`src/rtl/mwake_pkg.sv`:
```
package mwake_pkg;

    localparam int unsigned CTL_W       = 32;
    localparam int unsigned HINT_W      = 8;
    localparam int unsigned CTL_BRK_BIT = 0;
    localparam int unsigned CTL_TMO_BIT = 1;

    typedef enum logic [1:0] {
        WHY_STORE = 2'b00,
        WHY_IRQ   = 2'b01,
        WHY_TMO   = 2'b10,
        WHY_RSVD  = 2'b11
    } why_e;

    typedef struct packed {
        logic       brk;
        logic       tmo_en;
        logic [3:0] cst;
        logic [3:0] sub;
    } wctx_t;

    typedef struct packed {
        logic st;
        logic irq;
        logic tmo;
    } wcond_t;

    function automatic logic arm_ctl_bad(input logic [CTL_W-1:0] c);
        return c != '0;
    endfunction

    function automatic logic wait_ctl_bad(input logic [CTL_W-1:0] c, input logic timed);
        return timed ? ((c >> 2) != '0) : ((c >> 1) != '0);
    endfunction

    function automatic why_e pick_why(input wcond_t w);
        if (w.st)       return WHY_STORE;
        else if (w.irq) return WHY_IRQ;
        else            return WHY_TMO;
    endfunction

    function automatic wctx_t mk_ctx(input logic [CTL_W-1:0] c, input logic timed,
                                     input logic [HINT_W-1:0] h);
        wctx_t x;
        x.brk    = c[CTL_BRK_BIT];
        x.tmo_en = timed & c[CTL_TMO_BIT];
        x.cst    = h[7:4];
        x.sub    = h[3:0];
        return x;
    endfunction

endpackage

```
`src/rtl/mwake_opchk.sv`:
```
module mwake_opchk
    import mwake_pkg::*;
(
    input  logic [CTL_W-1:0] arm_ctl,
    input  logic [CTL_W-1:0] wait_ctl,
    input  logic             wait_timed,
    output logic             arm_bad,
    output logic             wait_bad
);
    always_comb begin
        arm_bad  = arm_ctl_bad(arm_ctl);
        wait_bad = wait_ctl_bad(wait_ctl, wait_timed);
    end
endmodule

```
`src/rtl/mwake_match.sv`:
```
module mwake_match #(
    parameter int unsigned ADDR_W    = 32,
    parameter int unsigned LINE_BITS = 6
) (
    input  logic [ADDR_W-1:0] ref_addr,
    input  logic [ADDR_W-1:0] obs_addr,
    output logic              hit
);
    logic [ADDR_W-1:0] diff;
    assign diff = ref_addr ^ obs_addr;

    generate
        if (LINE_BITS == 0) begin : g_exact
            assign hit = (diff == '0);
        end else begin : g_line
            assign hit = ((diff >> LINE_BITS) == '0);
        end
    endgenerate
endmodule

```
`src/rtl/mwake_timer.sv`:
```
module mwake_timer #(
    parameter int unsigned TMR_W = 32
) (
    input  logic             clk,
    input  logic             rst,
    input  logic             load,
    input  logic [TMR_W-1:0] load_val,
    input  logic             run,
    output logic             expired
);
    logic [TMR_W-1:0] cnt;

    always_ff @(posedge clk) begin
        if (rst)                      cnt <= '0;
        else if (load)                cnt <= load_val;
        else if (run && cnt != '0)    cnt <= cnt - 1'b1;
    end

    assign expired = (cnt == '0);

    AST_TMR_DEC: assert property (@(posedge clk) disable iff (rst)
        (run && !load && cnt != '0) |=> (cnt == $past(cnt) - 1'b1));
endmodule

```
`src/rtl/mwake_ctrl.sv`:
```
module mwake_ctrl
    import mwake_pkg::*;
#(
    parameter int unsigned ADDR_W    = 32,
    parameter int unsigned TMR_W     = 32,
    parameter int unsigned LINE_BITS = 6
) (
    input  logic              clk,
    input  logic              rst,
    input  logic              arm_vld,
    input  logic [ADDR_W-1:0] arm_addr,
    input  logic [CTL_W-1:0]  arm_ctl,
    input  logic              wait_vld,
    input  logic              wait_timed,
    input  logic [CTL_W-1:0]  wait_ctl,
    input  logic [HINT_W-1:0] wait_hint,
    input  logic [TMR_W-1:0]  wait_limit,
    input  logic              st_vld,
    input  logic [ADDR_W-1:0] st_addr,
    input  logic              irq_pend,
    input  logic              irq_en,
    output logic              waiting,
    output logic              wake,
    output logic [1:0]        wake_why,
    output logic              fault,
    output logic [3:0]        cst_hint,
    output logic [3:0]        sub_hint
);
    logic              armed, hit_pend;
    logic [ADDR_W-1:0] addr_q;
    wctx_t             ctx_q;
    why_e              why_q;
    logic              arm_bad, wait_bad, line_hit, tmr_exp;
    logic              go_wait;
    wcond_t            cond;

    mwake_opchk u_chk (
        .arm_ctl   (arm_ctl),
        .wait_ctl  (wait_ctl),
        .wait_timed(wait_timed),
        .arm_bad   (arm_bad),
        .wait_bad  (wait_bad)
    );

    mwake_match #(.ADDR_W(ADDR_W), .LINE_BITS(LINE_BITS)) u_match (
        .ref_addr(addr_q),
        .obs_addr(st_addr),
        .hit     (line_hit)
    );

    // a wait that really stalls: idle, no arm this cycle, legal, armed, no pending hit
    assign go_wait = !waiting && !arm_vld && wait_vld && !wait_bad && armed && !hit_pend;

    mwake_timer #(.TMR_W(TMR_W)) u_tmr (
        .clk     (clk),
        .rst     (rst),
        .load    (go_wait),
        .load_val(wait_limit),
        .run     (waiting && ctx_q.tmo_en),
        .expired (tmr_exp)
    );

    always_comb begin
        cond.st  = st_vld && line_hit;
        cond.irq = irq_pend && (irq_en || ctx_q.brk);
        cond.tmo = ctx_q.tmo_en && tmr_exp;
    end

    always_ff @(posedge clk) begin
        if (rst) begin
            waiting  <= 1'b0;
            armed    <= 1'b0;
            hit_pend <= 1'b0;
            addr_q   <= '0;
            ctx_q    <= '0;
            wake     <= 1'b0;
            why_q    <= WHY_STORE;
            fault    <= 1'b0;
        end else begin
            wake  <= 1'b0;
            why_q <= WHY_STORE;
            fault <= 1'b0;
            if (waiting) begin
                if (cond.st || cond.irq || cond.tmo) begin
                    waiting  <= 1'b0;
                    wake     <= 1'b1;
                    why_q    <= pick_why(cond);
                    armed    <= 1'b0;
                    hit_pend <= 1'b0;
                end
            end else if (arm_vld) begin
                if (arm_bad) begin
                    fault <= 1'b1;
                end else begin
                    armed    <= 1'b1;
                    addr_q   <= arm_addr;
                    hit_pend <= 1'b0;
                end
            end else if (wait_vld) begin
                if (wait_bad) begin
                    fault <= 1'b1;
                end else if (!armed || hit_pend) begin
                    wake     <= 1'b1;
                    armed    <= 1'b0;
                    hit_pend <= 1'b0;
                end else begin
                    waiting <= 1'b1;
                    ctx_q   <= mk_ctx(wait_ctl, wait_timed, wait_hint);
                end
            end else if (armed && st_vld && line_hit) begin
                hit_pend <= 1'b1;
            end
        end
    end

    assign wake_why = why_q;
    assign cst_hint = waiting ? ctx_q.cst : 4'd0;
    assign sub_hint = waiting ? ctx_q.sub : 4'd0;

    AST_WAKE_NOT_WAITING: assert property (@(posedge clk) disable iff (rst)
        wake |-> !waiting);
    AST_WAIT_ENDS_BY_WAKE: assert property (@(posedge clk) disable iff (rst)
        $fell(waiting) |-> wake);
    AST_NO_RSVD_CODE: assert property (@(posedge clk) disable iff (rst)
        wake |-> (wake_why != 2'b11));
    AST_FAULT_QUIET: assert property (@(posedge clk) disable iff (rst)
        fault |-> (!waiting && !wake));
    AST_HINT_HOLD: assert property (@(posedge clk) disable iff (rst)
        (waiting && $past(waiting)) |-> ($stable(cst_hint) && $stable(sub_hint)));
    AST_STORE_FIRST: assert property (@(posedge clk) disable iff (rst)
        (waiting && st_vld && line_hit) |=> (wake && wake_why == 2'b00));
endmodule

```
`config.mk`:
```
export PLATFORM = sky130hd
export DESIGN_NAME = mwake_ctrl
export DESIGN_NICKNAME = d
export VERILOG_FILES = /design/src/rtl/mwake_pkg.sv /design/src/rtl/mwake_opchk.sv /design/src/rtl/mwake_match.sv /design/src/rtl/mwake_timer.sv /design/src/rtl/mwake_ctrl.sv
export SDC_FILE = /design/constraint.sdc
export NUM_CORES = 1
export LEC_CHECK = 0
export BUFFER_PORTS_ARGS = -buffer_cell sky130_fd_sc_hd__buf_2
export CELL_PAD_IN_SITES_DETAIL_PLACEMENT = 0
export CELL_PAD_IN_SITES_GLOBAL_PLACEMENT = 2
export CORE_MARGIN = 5
export CORE_UTILIZATION = 27
export CTS_BUF_LIST = sky130_fd_sc_hd__clkbuf_4 sky130_fd_sc_hd__clkbuf_8
export DETAILED_ROUTE_END_ITERATION = 8
export GPL_ROUTABILITY_DRIVEN = 0
export PLACE_DENSITY_LB_ADDON = 0.12
export SYNTH_ARGS = -nofsm -noshare
export SYNTH_HDL_FRONTEND = slang
export SYNTH_SLANG_ARGS = --single-unit
```
`constraint.sdc`:
```
create_clock -name clk -period 3.6 [get_ports clk]
set_clock_uncertainty 0.05 [all_clocks]
set_input_delay 1.08 -clock clk [delete_from_list [all_inputs] [get_ports clk]]
set_output_delay 1.08 -clock clk [all_outputs]
set_load 0.1 [all_outputs]
```
# --- Word-level counts from Yosys, hierarchy flattened ---
# Index checks and enable logic that the tools add are counted.
totals:
  reg_bits: 81
  inputBits: 176
  output_inout_bits: 13
  wordCells: 97
op_classes:
  n_addsub: 1
  eq_ne: 5
  n_mux: 34
  n_bitwise: 8
  reduce_logical: 37
ops:
  columns: ["op", "n"]
  rows:
  - ["32-bit nonzero test", 4]
  - ["32-bit zero test", 2]
  - ["32-bit 2-to-1 mux", 2]
  - ["32-bit by 1-bit subtractor with 32-bit output, second input constant", 1]
  - ["32-bit XOR", 1]
  - ["1-bit 2-to-1 mux", 29]
  - ["5-bit AND reduction", 3]
  - ["1-bit logical AND", 12]
  - ["4-bit 2-to-1 mux", 2]
  - ["3-bit inequality test, second input constant", 2]
  - ["1-bit inverter", 6]
  - ["3-bit nonzero test", 2]
  - ["1-bit zero test", 5]
  - ["1-bit logical OR", 4]
  - ["4-bit by 2-bit inequality test with 1-bit output, second input constant", 1]
  - ["4-bit inequality test, second input constant", 1]
  - ["4-bit nonzero test", 1]
  - ["4-bit OR reduction", 1]
  - ["3-bit AND reduction", 1]
  - ["2-bit 2-to-1 mux", 1]
  - ["2-bit by 1-bit inequality test with 1-bit output, second input constant", 1]
  - ["2-bit nonzero test", 1]
  - ["2-bit OR reduction", 1]
  - ["1-bit bitwise AND", 1]

# --- Depth between registers and ports, before layout ---
# Gate-level depths: netlist of the first run.
depth:
  depth_word: 7
  mapped_depth: 9
  mapped_depth_nobuf: 8

# --- By module ---
# A second synthesis of the first run with hierarchy kept.
unflattened:
  hier_cells: 537
  hier_area_um2: 4469.3
by_module_without_submodules:
  columns: ["mod", "instances", "cells_per_inst", "area_each_um2", "seq_area_each_um2"]
  rows:
  - ["mwake_timer", 1, 246, 2064.5, 640.6]
  - ["mwake_ctrl", 1, 234, 1969.4, 980.9]
  - ["mwake_match", 1, 35, 287.8, 0.0]
  - ["mwake_opchk", 1, 22, 147.6, 0.0]

# --- Least setup slack after synthesis of the first run ---
# Ideal clock, no wire load.
synth_path:
  path_kind: "register -> output"
  startpoint: "register waiting"
  endpoint: "output cst_hint[0]"
  arrival_time_ns: 2.276
  required_time_ns: 2.470
  setup_slack_ns: 0.194
  stages_incl_launch_ff: 4
  path_buffers: 2
  path_cell_list: "dfxtp_1 > buf_2 > clkbuf_1 > and2_1"
synth_via:
  elab_chain_cells: 1
synth_rtl:
  columns: ["element", "line", "source"]
  rows:
  - ["start: declaration", "mwake_ctrl.sv:22", "output logic waiting,"]
  - ["start signal: assignment", "mwake_ctrl.sv:71", "waiting <= 1'b0;"]
  - ["start signal: assignment", "mwake_ctrl.sv:85", "waiting <= 1'b0;"]
  - ["start signal: assignment", "mwake_ctrl.sv:107", "waiting <= 1'b1;"]
  - ["4-bit 2-to-1 mux", "mwake_ctrl.sv:117", "assign cst_hint = waiting ? ctx_q.cst : 4'd0;"]
  - ["end: declaration", "mwake_ctrl.sv:26", "output logic [3:0] cst_hint,"]
# Every way passes these cells.

# --- Worst setup path in the final report of the first run ---
# Ends and elaborated chain as after synthesis.

==> results.txt, run 1 <==
pre-CTS setup slack = 0.3545 ns
Setup TNS Final = 0 ns
Netlist cell types = 63
H-tree levels = 3
synth top area cells = dfxtp_1 (36%), mux2i_1 (6.2%), a21oi_1 (4.4%)
count of mapped cells out of synthesis = 481
slack of the critical path = 0.6487 ns
global-route wire length before repair = 22,490 um
status = finished, final reports clean
synthesized cell area = 4208 um2
global-route usage over all layers = 0.1569
initial antenna violation count = 4
Worst IR Drop VDD = 0.2048 mV
CP Data Arrival Time = 1.82 ns
CP cell instances = and2_1, buf_2
fin. max-slew vios = 0
Die Height = 134.8 um
Levels on crit path = 2
synth warn = 0
# setup viols final = 0
Worst Setup SP = waiting
DRC errors left = 0
cell count of the worst reg-to-reg path = 8
Clk network pwr share = 0.436
syn nets = 659
Yosys reg bits = 75
Post-synth EDFFs = 0
RSZ-0062 raised after global routing = no
maximum clock path buffer count = 2
Lkg Pwr = 2.236 nW
Synth top area share = 0.3568
Post-DP HPWL = 10,970 um
CP top delay family = flip-flops
Root Driver = clkbuf_8
Fillers = 1,656
minimum clock period = 2.951 ns
CTS sink count = 75
Worst Hold Class = flop to flop
CTS tree = yes
Fin. Hold Viols = 0
Largest stage delay, worst path = 0.78 ns
critical path's slowest cell = dfxtp_1
max_slew headroom = 0.4551
antenna viol nets, final = 0
P&R area growth vs syn = 31.97%
I/O pin cnt = 189
sw frac = 0.2380
Rows = 45
Int Pwr = 1.322 mW
Synth area leader = dfxtp_1
Vias/cell = 4.810
Worst Hold Depth = 2
crit path kind = flop to primary output
Reg clk slew, reported paths = 0.08 ns
Hold Path Origin = ctx_q[4]
vias in the first global route = 4,340
routed wire length = 14,350 um
DRT Pass-1 Iters = 4
cts hold-fix bufs = 0
area of the die = 18,180 um2
DRT iter0 DRCs = 211
total number of vias = 4,199
type of origin of the critical path = flop
Die Span X = 134.8 um
fin cells = 873
Worst Tran Pin Value = 0.8143 ns
core area = 15,260 um2
PD cells = 312.5 nW/um2
dpl cells = 855
Power, Total = 1.735 mW
Req. time, crit path = 2.47 ns
grt ovf = 0
total of max-cap violations = 0
post-CTS sizing = 0
layout cells sized above 1 = 0.3591
register area share after synthesis = 0.3568
Crit. End Element = primary output
worst-path maximum fanout = 19
pin count of the biggest net entering global routing = 53
Comb pwr share = 0.086
Clock Latency Late Sink = 0.38 ns
Peak Freq = 338.8 MHz
ys flop type = dfxtp_1
Reg2Reg Launch Point = u_tmr.cnt[0]
ys async rst share = 0
setup repair bufs after CTS = 0
Bufs and invs on worst path = 1
CTS buffer count = 9
sequential share of power = 0.478
final core occ = 0.3639
Routed WL per cell = 16.43 um
NumNets Final = 833
Psw = 0.4131 mW
Starting Density = 0.2758
Port Buf Inserts = 176
period utilisation layout = 0.8198
syn_area_per_cell = 8.748 um2
[kinds of logic after synthesis]
family	count (synthesis)	synth area share
xor gates and xnor gates	34	0.07256
buffers and inverters	32	0.03568
and+or+nand+nor	209	0.3027
muxes	26	0.06185
DFF	75	0.3568
adders and majority gates	2	0.005946
AOI/OAI and AO/OA	103	0.1644
[worst paths after layout]
| kind | endpoint | slack, ns |
|---|---|---|
| setup / recovery | cst_hint[0] | 0.65 |
| hold / removal | ctx_q[4] | 0.40 |
| setup reg to reg | u_tmr.cnt[13] | 1.06 |
| hold reg to reg | ctx_q[4] | 0.40 |
[cells in the final DEF (no fill, tap or decap), drive strengths merged, types with 4 or more instances in the layout]
master  instances
nand2          37
nand4          13
a32oi           5
nor3           20
xnor2          19
nor4           23
a211oi          5
nand3          15
and2           11
clkbuf         11
o211ai          6
xor2           15
dfxtp          75
o21ai          21
a31oi           7
inv            11
and4            5
nor2           40
a21oi          38
o311ai          4
or3             9
mux2i          26
nor4b           5
or4            12
and3            6
buf           186
[Yosys cell counts, drive strengths merged (3+ instances only)]
cell type   n
nor4b       5
and4        5
nor4       23
buf        10
and2       11
a2bb2oi     3
or3         9
and3        6
or4        12
nor2       40
a21oi      38
nand2b      3
nand3      15
o211ai      6
nor3       20
a31o        3
inv         9
o21ai      21
nand2      37
nor2b       3
dfxtp      75
o311ai      4
a211oi      5
xnor2      19
a31oi       7
mux2i      26
xor2       15
clkbuf     13
nand4      13
a32oi       5
[metrics by stage]
stage,instance area [um2],hold WS (ns)
2_1_floorplan,4208,0.3773
3_3_place_gp,5324,0.3846
3_5_place_dp,5324,0.3932
4_1_cts,5548,0.4057
5_1_grt,5550,0.4174
6_report,5553,0.4000
[final cells by class]
class	instances	area, um2	share of cell area
Clock inverter	5	85.08	0.01532
Inverter	9	33.78	0.006084
Antenna cell	2	5.005	0.0009013
Tap cell	211	264.0	0.04754
Sequential cell	75	1501	0.2704
Multi-Input combinational cell	374	2556	0.4603
Clock buffer	11	138.9	0.02501
Timing Repair Buffer	186	968.4	0.1744
[power groups by stage]
stage | clock network, mW | logic [mW] | registers (mW)
floorplan | 0 | 0.0400 | 0.855
global placement | 0 | 0.150 | 0.849
detailed placement | 0 | 0.151 | 0.849
CTS | 0.795 | 0.151 | 0.830
global route | 0.826 | 0.165 | 0.830
finish | 0.757 | 0.149 | 0.830
[state kept, by name, indices dropped and copies added, names as in the netlist]
register   flops
armed          1
hit_pend       1
wake           1
addr_q        26
u_tmr.cnt     32
fault          1
ctx_q         10
waiting        1
wake_why       2
[metal layers]
layer / part of all wire / global-route usage
met4: 0.0075 / 0.03054
met1: 0.41 / 0.1752
met3: 0.082 / 0.07601
met2: 0.50 / 0.2727
met5: 0.0026 / 0
[worst register-to-register path: stages, from the launching register on]
cell and delay (ns):
dfxtp_1 0.33, inv_1 0.12, ha_1 0.18, nor4b_1 0.37, nand4_2 0.19, or4_4 0.59, nand2_2 0.30, o311ai_0 0.16
a31oi_1 0.19
Note: power is estimated with default switching activity, not from simulation.
==> run 2, diff against run 1 <==
--- a/config.mk
+++ b/config.mk
@@ -5,11 +5,12 @@
 export SDC_FILE = /design/constraint.sdc
 export NUM_CORES = 1
 export LEC_CHECK = 0
+export ABC_AREA = 1
 export BUFFER_PORTS_ARGS = -buffer_cell sky130_fd_sc_hd__buf_2
 export CELL_PAD_IN_SITES_DETAIL_PLACEMENT = 0
 export CELL_PAD_IN_SITES_GLOBAL_PLACEMENT = 2
 export CORE_MARGIN = 5
-export CORE_UTILIZATION = 27
+export CORE_UTILIZATION = 22
 export CTS_BUF_LIST = sky130_fd_sc_hd__clkbuf_4 sky130_fd_sc_hd__clkbuf_8
 export DETAILED_ROUTE_END_ITERATION = 8
 export GPL_ROUTABILITY_DRIVEN = 0
==> constraint.sdc (replaced) <==
create_clock -name clk -period 2.4 [get_ports clk]
set_clock_uncertainty 0.05 [all_clocks]
set_input_delay 0.72 -clock clk [delete_from_list [all_inputs] [get_ports clk]]
set_output_delay 0.72 -clock clk [all_outputs]
set_load 0.1 [all_outputs]
==> run 2 against run 1 <==
Against the previous run:
- first-iteration DRC count decreased by 14%
- clock-buffer cell count is 1 lower
- non-clock buffer count increased by 15
- combinational power increased by 87%
- flip-flop and latch count is the same
- power rose by 42%
- critical path depth grew 1
- highest routed layer is now met4
- register-to-register slack worse by 0.65 ns
- clock power increased by 23%
- cell area is 11% higher
==> results.txt, run 2 <==
DRC errors left = 0 (unchanged)
Psw = 0.6876 mW (+66%)
total of max-cap violations = 0 (unchanged)
grt ovf = 0 (unchanged)
setup repair bufs after CTS = 0 (unchanged)
fin. max-slew vios = 0 (unchanged)
Worst Tran Pin Value = 0.6105 ns (-0.2038 ns)
Clock Latency Late Sink = 0.37 ns (about the same)
type of origin of the critical path = flop
max_slew headroom = 0.5930 (+0.1379)
GR met2 Demand/Resource = 0.2379 (-0.03471)
Int Pwr = 1.770 mW (+34%)
Rows = 53 (+18%)
initial antenna violation count = 0 (-4)
pre-CTS setup slack = 0.04034 ns (-0.3142 ns)
layout cells sized above 1 = 0.2725 (-0.08656)
maximum clock path buffer count = 2 (unchanged)
Fin. Hold Viols = 0 (unchanged)
CTS sink count = 75 (unchanged)
Yosys reg bits = 75 (unchanged)
Synth top area share = 0.3237 (-0.03311)
CP Data Arrival Time = 1.45 ns (-0.37 ns)
Worst IR Drop VDD = 0.1926 mV (-6.0%)
vias in the first global route = 5,076 (+17%)
Reg2Reg Launch Point = u_tmr.cnt[0]
global-route usage over all layers = 0.1385 (-0.01841)
syn_area_per_cell = 6.168 um2 (-29%)
PD cells = 397.8 nW/um2 (+27%)
H-tree levels = 3 (unchanged)
dpl cells = 1,202 (+41%)
Vias/cell = 4.141 (-14%)
fin cells = 1,218 (+40%)
Routed WL per cell = 13.79 um (-16%)
Root Driver = clkbuf_8
count of mapped cells out of synthesis = 752 (+56%)
CTS tree = yes
slack of the critical path = 0.1793 ns (-0.4695 ns)
antenna viol nets, final = 0 (unchanged)
met3 usage = 0.02503 (-0.05097)
I/O pin cnt = 189 (unchanged)
top-count cell post-synth = nand2_1
crit path kind = flop to primary output
register area share after synthesis = 0.3237 (-0.03311)
# setup viols final = 0 (unchanged)
area of the die = 24,090 um2 (+32%)
P&R area growth vs syn = 33.18%
Starting Density = 0.2220 (-0.05373)
synthesized cell area = 4638 um2 (+10%)
Top reg by flops = u_tmr.cnt
Clk network pwr share = 0.379 (-0.057)
synth warn = 0 (unchanged)
syn nets = 930 (+41%)
met1 GRT Util = 0.1802 (+0.004988)
CTS buffer count = 9 (unchanged)
Power, Total = 2.457 mW (+42%)
total number of vias = 5,044 (+20%)
pin count of the biggest net entering global routing = 48 (-9.4%)
Port Buf Inserts = 176 (unchanged)
final instance area = 6177 um2 (+11%)
DP Area = 5983 um2 (+12%)
minimum clock period = 2.221 ns
Post-DP HPWL = 12,850 um (+17%)
Comb pwr share = 0.113 (+0.027)
synth top area cells = dfxtp_1 (32%), nand2_1 (15%), nor2_1 (9.7%)
DRT iter0 DRCs = 181 (-14%)
sw frac = 0.2798 (+0.04175)
Synth area leader = dfxtp_1
Worst Hold Class = flop to flop
Setup TNS Final = 0 ns (unchanged)
core area = 20,890 um2 (+37%)
Netlist cell types = 46 (-27%)
synth cell count leaders = nand2_1 (186), nor2_1 (120), inv_1 (93), dfxtp_1 (75), nor3_1 (66)
routed wire length = 16,800 um (+17%)
ys async rst share = 0 (unchanged)
RSZ-0062 raised after global routing = no
Hold Path Origin = u_tmr.cnt[0]
ys flop type = dfxtp_1
worst-path maximum fanout = 15 (-4)
status = finished, final reports clean
most frequent cells in the layout = nand2_1 (186), buf_2 (168), nor2_1 (119), inv_1 (85), dfxtp_1 (74)
commonest non-fill, non-tap cell in the layout = nand2_1
period utilisation layout = 0.9253
# diodes = 0 (-2)
sequential share of power = 0.508 (+0.030)
Lkg Pwr = 2.919 nW (+31%)
number of flip-flops in the largest register = 32 (unchanged)
Req. time, crit path = 1.63 ns (-0.84 ns)
Fillers = 2,408 (+45%)
Die Span X = 155.2 um (+15%)
Reg clk slew, reported paths = 0.09 ns (about the same)
NumNets Final = 1,116 (+34%)
Die Height = 155.2 um (+15%)
GRT busiest layer = met2
global-route wire length before repair = 26,420 um (+17%)
DRT Pass-1 Iters = 4 (unchanged)
Post-synth EDFFs = 0 (unchanged)
top flop regs = u_tmr.cnt x32, addr_q x26, ctx_q x10
Worst Setup SP = waiting
Peak Freq = 450.3 MHz
Crit. End Element = primary output
-- run 2: layout make-up --
type                    instances  area, um2  area share
clock inverters                 6      42.54    0.006887
flip-flops and latches         75       1503      0.2433
well taps                     275      344.1     0.05570
inverters                     102      422.9     0.06846
multi-input cells             549       2608      0.4221
repair buffers                201       1126      0.1823
clock buffers                  10      131.4     0.02127
-- run 2: power by group through the flow --
stage,Clock (mW),Sequential [mW],Combinational (mW)
final,0.931,1.25,0.278
after global routing,1.03,1.25,0.315
after CTS,0.977,1.25,0.284
after detailed placement,0,1.28,0.282
after global placement,0,1.28,0.284
after floorplan,0,1.29,0.0959
-- run 2: worst paths after layout --
check / to / slack, ns / cells after the start
hold / removal: u_tmr.cnt[0] / 0.42 / 2
setup / recovery: cst_hint[2] / 0.18 / 3
hold reg to reg: u_tmr.cnt[0] / 0.42 / 2
setup reg to reg: u_tmr.cnt[13] / 0.41 / 14
-- run 2: critical path, stage by stage (launching register included) --
cell	delay, ns
dfxtp_2	0.54
nand2_1	0.14
clkinvlp_4	0.08
clkbuf_4	0.32
-- run 2: what timing repair did --
item,CTS,global route
resized for setup,0,8
endpoints found under the setup margin,0,8
hold buffers,0,0
-- run 2: cell families after synthesis --
logic type                 count (synthesis)  synth area share
and+or+nand+nor                          423            0.3947
buffers and inverters                    128            0.1146
AOI/OAI and AO/OA                        102            0.1200
DFF                                       75            0.3237
xor gates and xnor gates                  22           0.04154
adders and majority gates                  2          0.005394
-- run 2: per-stage QoR --
step / hold slack (ns) / util
2_1_floorplan: 0.3909 / -
3_3_place_gp: 0.4057 / 0.2864
3_5_place_dp: 0.4079 / 0.2864
4_1_cts: 0.4212 / 0.2948
5_1_grt: 0.4431 / 0.2957
6_report: 0.4201 / 0.2957
-- run 2: per-layer routing --
metal	wire (um)	share of wire	up-vias
li1	-	-	2752
met1	7755	0.46	2194
met2	8127	0.48	87
met3	745	0.044	11
met4	170	0.010	0
met5	0	0	-
==> run 3, diff against run 2 <==
--- a/config.mk
+++ b/config.mk
@@ -10,11 +10,12 @@
 export CELL_PAD_IN_SITES_DETAIL_PLACEMENT = 0
 export CELL_PAD_IN_SITES_GLOBAL_PLACEMENT = 2
 export CORE_MARGIN = 5
-export CORE_UTILIZATION = 22
+export CORE_UTILIZATION = 23
 export CTS_BUF_LIST = sky130_fd_sc_hd__clkbuf_4 sky130_fd_sc_hd__clkbuf_8
 export DETAILED_ROUTE_END_ITERATION = 8
 export GPL_ROUTABILITY_DRIVEN = 0
-export PLACE_DENSITY_LB_ADDON = 0.12
+export PLACE_DENSITY = 0.78
 export SYNTH_ARGS = -nofsm -noshare
 export SYNTH_HDL_FRONTEND = slang
+export SYNTH_HIERARCHICAL = 1
 export SYNTH_SLANG_ARGS = --single-unit
==> run 3 against run 2 <==
Against the previous run:
- critical path depth is the same
- largest cell class unchanged
- synthesized cell count up 16%
- combinational power down 4%
- critical endpoint is now sub_hint[0]
- maximum frequency fell by 1.8%
==> results.txt, run 3 <==
Port Buf Inserts = 176 (unchanged)
Top reg by flops = u_tmr/cnt
initial antenna violation count = 0 (unchanged)
Clock Latency Late Sink = 0.37 ns (about the same)
layout cells sized above 1 = 0.2362 (-0.03636)
area of the die = 24,640 um2 (+2.3%)
Worst Setup SP = waiting
DRC errors left = 0 (unchanged)
commonest non-fill, non-tap cell in the layout = nand2_1
R2R Path End = hit_pend
top flop regs = u_tmr/cnt x32, addr_q x26, ctx_q x10
Worst Hold Class = flop to flop
Metal-1 WL = 8270 um (+6.6%)
Peak Freq = 442.1 MHz (-1.8%)
Die Span X = 157.0 um (+1.1%)
antenna viol nets, final = 0 (unchanged)
total of max-cap violations = 0 (unchanged)
Fillers = 2,460 (+2.2%)
CTS tree = yes
H-tree levels = 3 (unchanged)
I/O pin cnt = 189 (unchanged)
grt ovf = 0 (unchanged)
Post-DP HPWL = 13,770 um (+7.1%)
cell count of the worst reg-to-reg path = 13 (-1)
minimum clock period = 2.262 ns (+0.04114 ns)
crit path kind = flop to primary output
dpl cells = 1,325 (+10%)
DR WL met3 = 946 um (+27%)
Vias/cell = 4.148 (+0.15%)
routed wire length = 17,210 um (+2.4%)
fin. max-slew vios = 0 (unchanged)
Starting Density = 0.2349 (+0.01283)
Lkg Pwr = 3.470 nW (+19%)
Worst IR Drop VDD = 0.2059 mV (+6.9%)
global-route wire length before repair = 27,210 um (+3.0%)
# diodes = 0 (unchanged)
most frequent cells in the layout = nand2_1 (263), nor2_1 (203), buf_2 (176), inv_1 (119), dfxtp_1 (74)
Reg2Reg Launch Point = u_tmr/cnt[2]
DRT iter0 DRCs = 308 (+70%)
CTS buffer count = 9 (unchanged)
Fin. Hold Viols = 0 (unchanged)
Min Hold Slack = 0.4173 ns (-0.002869 ns)
total number of vias = 5,566 (+10%)
max layer used = met4
final instance area = 6495 um2 (+5.1%)
syn nets = 1,050 (+13%)
area of the multi-input gates = 2875 um2 (+10%)
Rows = 53 (unchanged)
fin cells = 1,342 (+10%)
met2 WL = 7852 um (-3.4%)
sequential cell area = 1503 um2 (unchanged)
Routed WL per cell = 12.82 um (-7.0%)
period utilisation layout = 0.9425 (+0.01714)
Worst Tran Pin Value = 0.5162 ns (-0.09424 ns)
Crit. End Element = primary output
NumNets Final = 1,239 (+11%)
cts hold-fix bufs = 0 (unchanged)
Root Driver = clkbuf_8
global-route usage over all layers = 0.1385 (about the same)
vias in the first global route = 5,411 (+6.6%)
CTS sink count = 75 (unchanged)
status = finished, final reports clean
core area = 21,150 um2 (+1.3%)
maximum clock path buffer count = 2 (unchanged)
DP Area = 6296 um2 (+5.2%)
CP Data Arrival Time = 1.49 ns (+0.04 ns)
DRT Pass-1 Iters = 4 (unchanged)
PD cells = 376.7 nW/um2 (-5.3%)
P&R area growth vs syn = 30.72%
pin count of the biggest net entering global routing = 30 (-38%)
synth warn = 6 (+6)
Reg clk slew, reported paths = 0.09 ns (about the same)
syn_area_per_cell = 5.691 um2 (-7.7%)
synthesized cell area = 4969 um2 (+7.1%)
Req. time, crit path = 1.63 ns (about the same)
count of mapped cells out of synthesis = 873 (+16%)
RSZ-0062 raised after global routing = no
number of flip-flops in the largest register = 32 (unchanged)
Power, Total = 2.447 mW (-0.43%)
# setup viols final = 0 (unchanged)
Worst Setup EP = sub_hint[0]
reg-to-reg slack, setup = 0.29 ns (-0.12 ns)
worst-path maximum fanout = 16 (+1)
max_slew headroom = 0.6582 (+0.06520)
Die Height = 157.0 um (+1.1%)
Hold Path Origin = ctx_q[1]
setup repair bufs after CTS = 0 (unchanged)
type of origin of the critical path = flop
==> run 3: cell count changes in the layout (fill, tap and decap cells not counted), moves of 14 or more <==
cell     delta
nand2_1    +77
inv_1      +34
nand3_1    +31
a21oi_1    -19
nor2_1     +84
a31oi_1    -14
nor3_1     -65
==> run 3: worst min path at each step <==
stage | to | slack, ns | depth (start not counted)
after floorplan | ctx_q[3] | 0.39 | 2
after global placement | ctx_q[1] | 0.40 | 2
after detailed placement | ctx_q[2] | 0.41 | 2
after CTS | ctx_q[2] | 0.42 | 2
after global routing | ctx_q[7] | 0.44 | 2
final | ctx_q[1] | 0.42 | 2
==> run 3: worst max-delay path: stages (launching register included) <==
cell	delay (ns)
dfxtp_2	0.54
nand2_1	0.10
inv_1	0.05
buf_2	0.42
==> run 3: timing repair <==
action / 4_1_cts / 5_1_grt
resized for setup: 0 / 5
endpoints found under the setup margin: 0 / 10
hold endpoints to repair: 0 / 0
==> run 3: per-layer routing <==
layer / global-route usage / vias to the layer above
li1: - / 3010
met5: 0 / -
met2: 0.2285 / 140
met4: 0.02893 / 0
met1: 0.1879 / 2405
met3: 0.02832 / 11
==> run 3: per-stage QoR <==
| step | setup slack (ns) | TNS (ns) | util |
|---|---|---|---|
| after global routing | 0.008359 | 0 | 0.3070 |
| final | 0.1381 | 0 | 0.3070 |
| after detailed placement | -0.1576 | -4.478 | 0.2976 |
| after floorplan | 0.007435 | 0 | - |
| after global placement | -0.1542 | -4.299 | 0.2976 |
| after CTS | 0.07828 | 0 | 0.3059 |
==> run 3: layout make-up <==
cell class | instances | share of cell area
Multi-Input combinational cell | 649 | 0.4427
Sequential cell | 75 | 0.2314
Inverter | 125 | 0.07378
Clock inverter | 7 | 0.007898
Timing Repair Buffer | 201 | 0.1715
Timing Repair inverter | 1 | 0.0007706
Tap cell | 275 | 0.05298
Clock buffer | 9 | 0.01907
==> run 3: power by group <==
group	internal (mW)	switching (mW)	total [mW]
registers	1.25	0.00167	1.25
clock network	0.381	0.550	0.931
logic	0.139	0.129	0.268
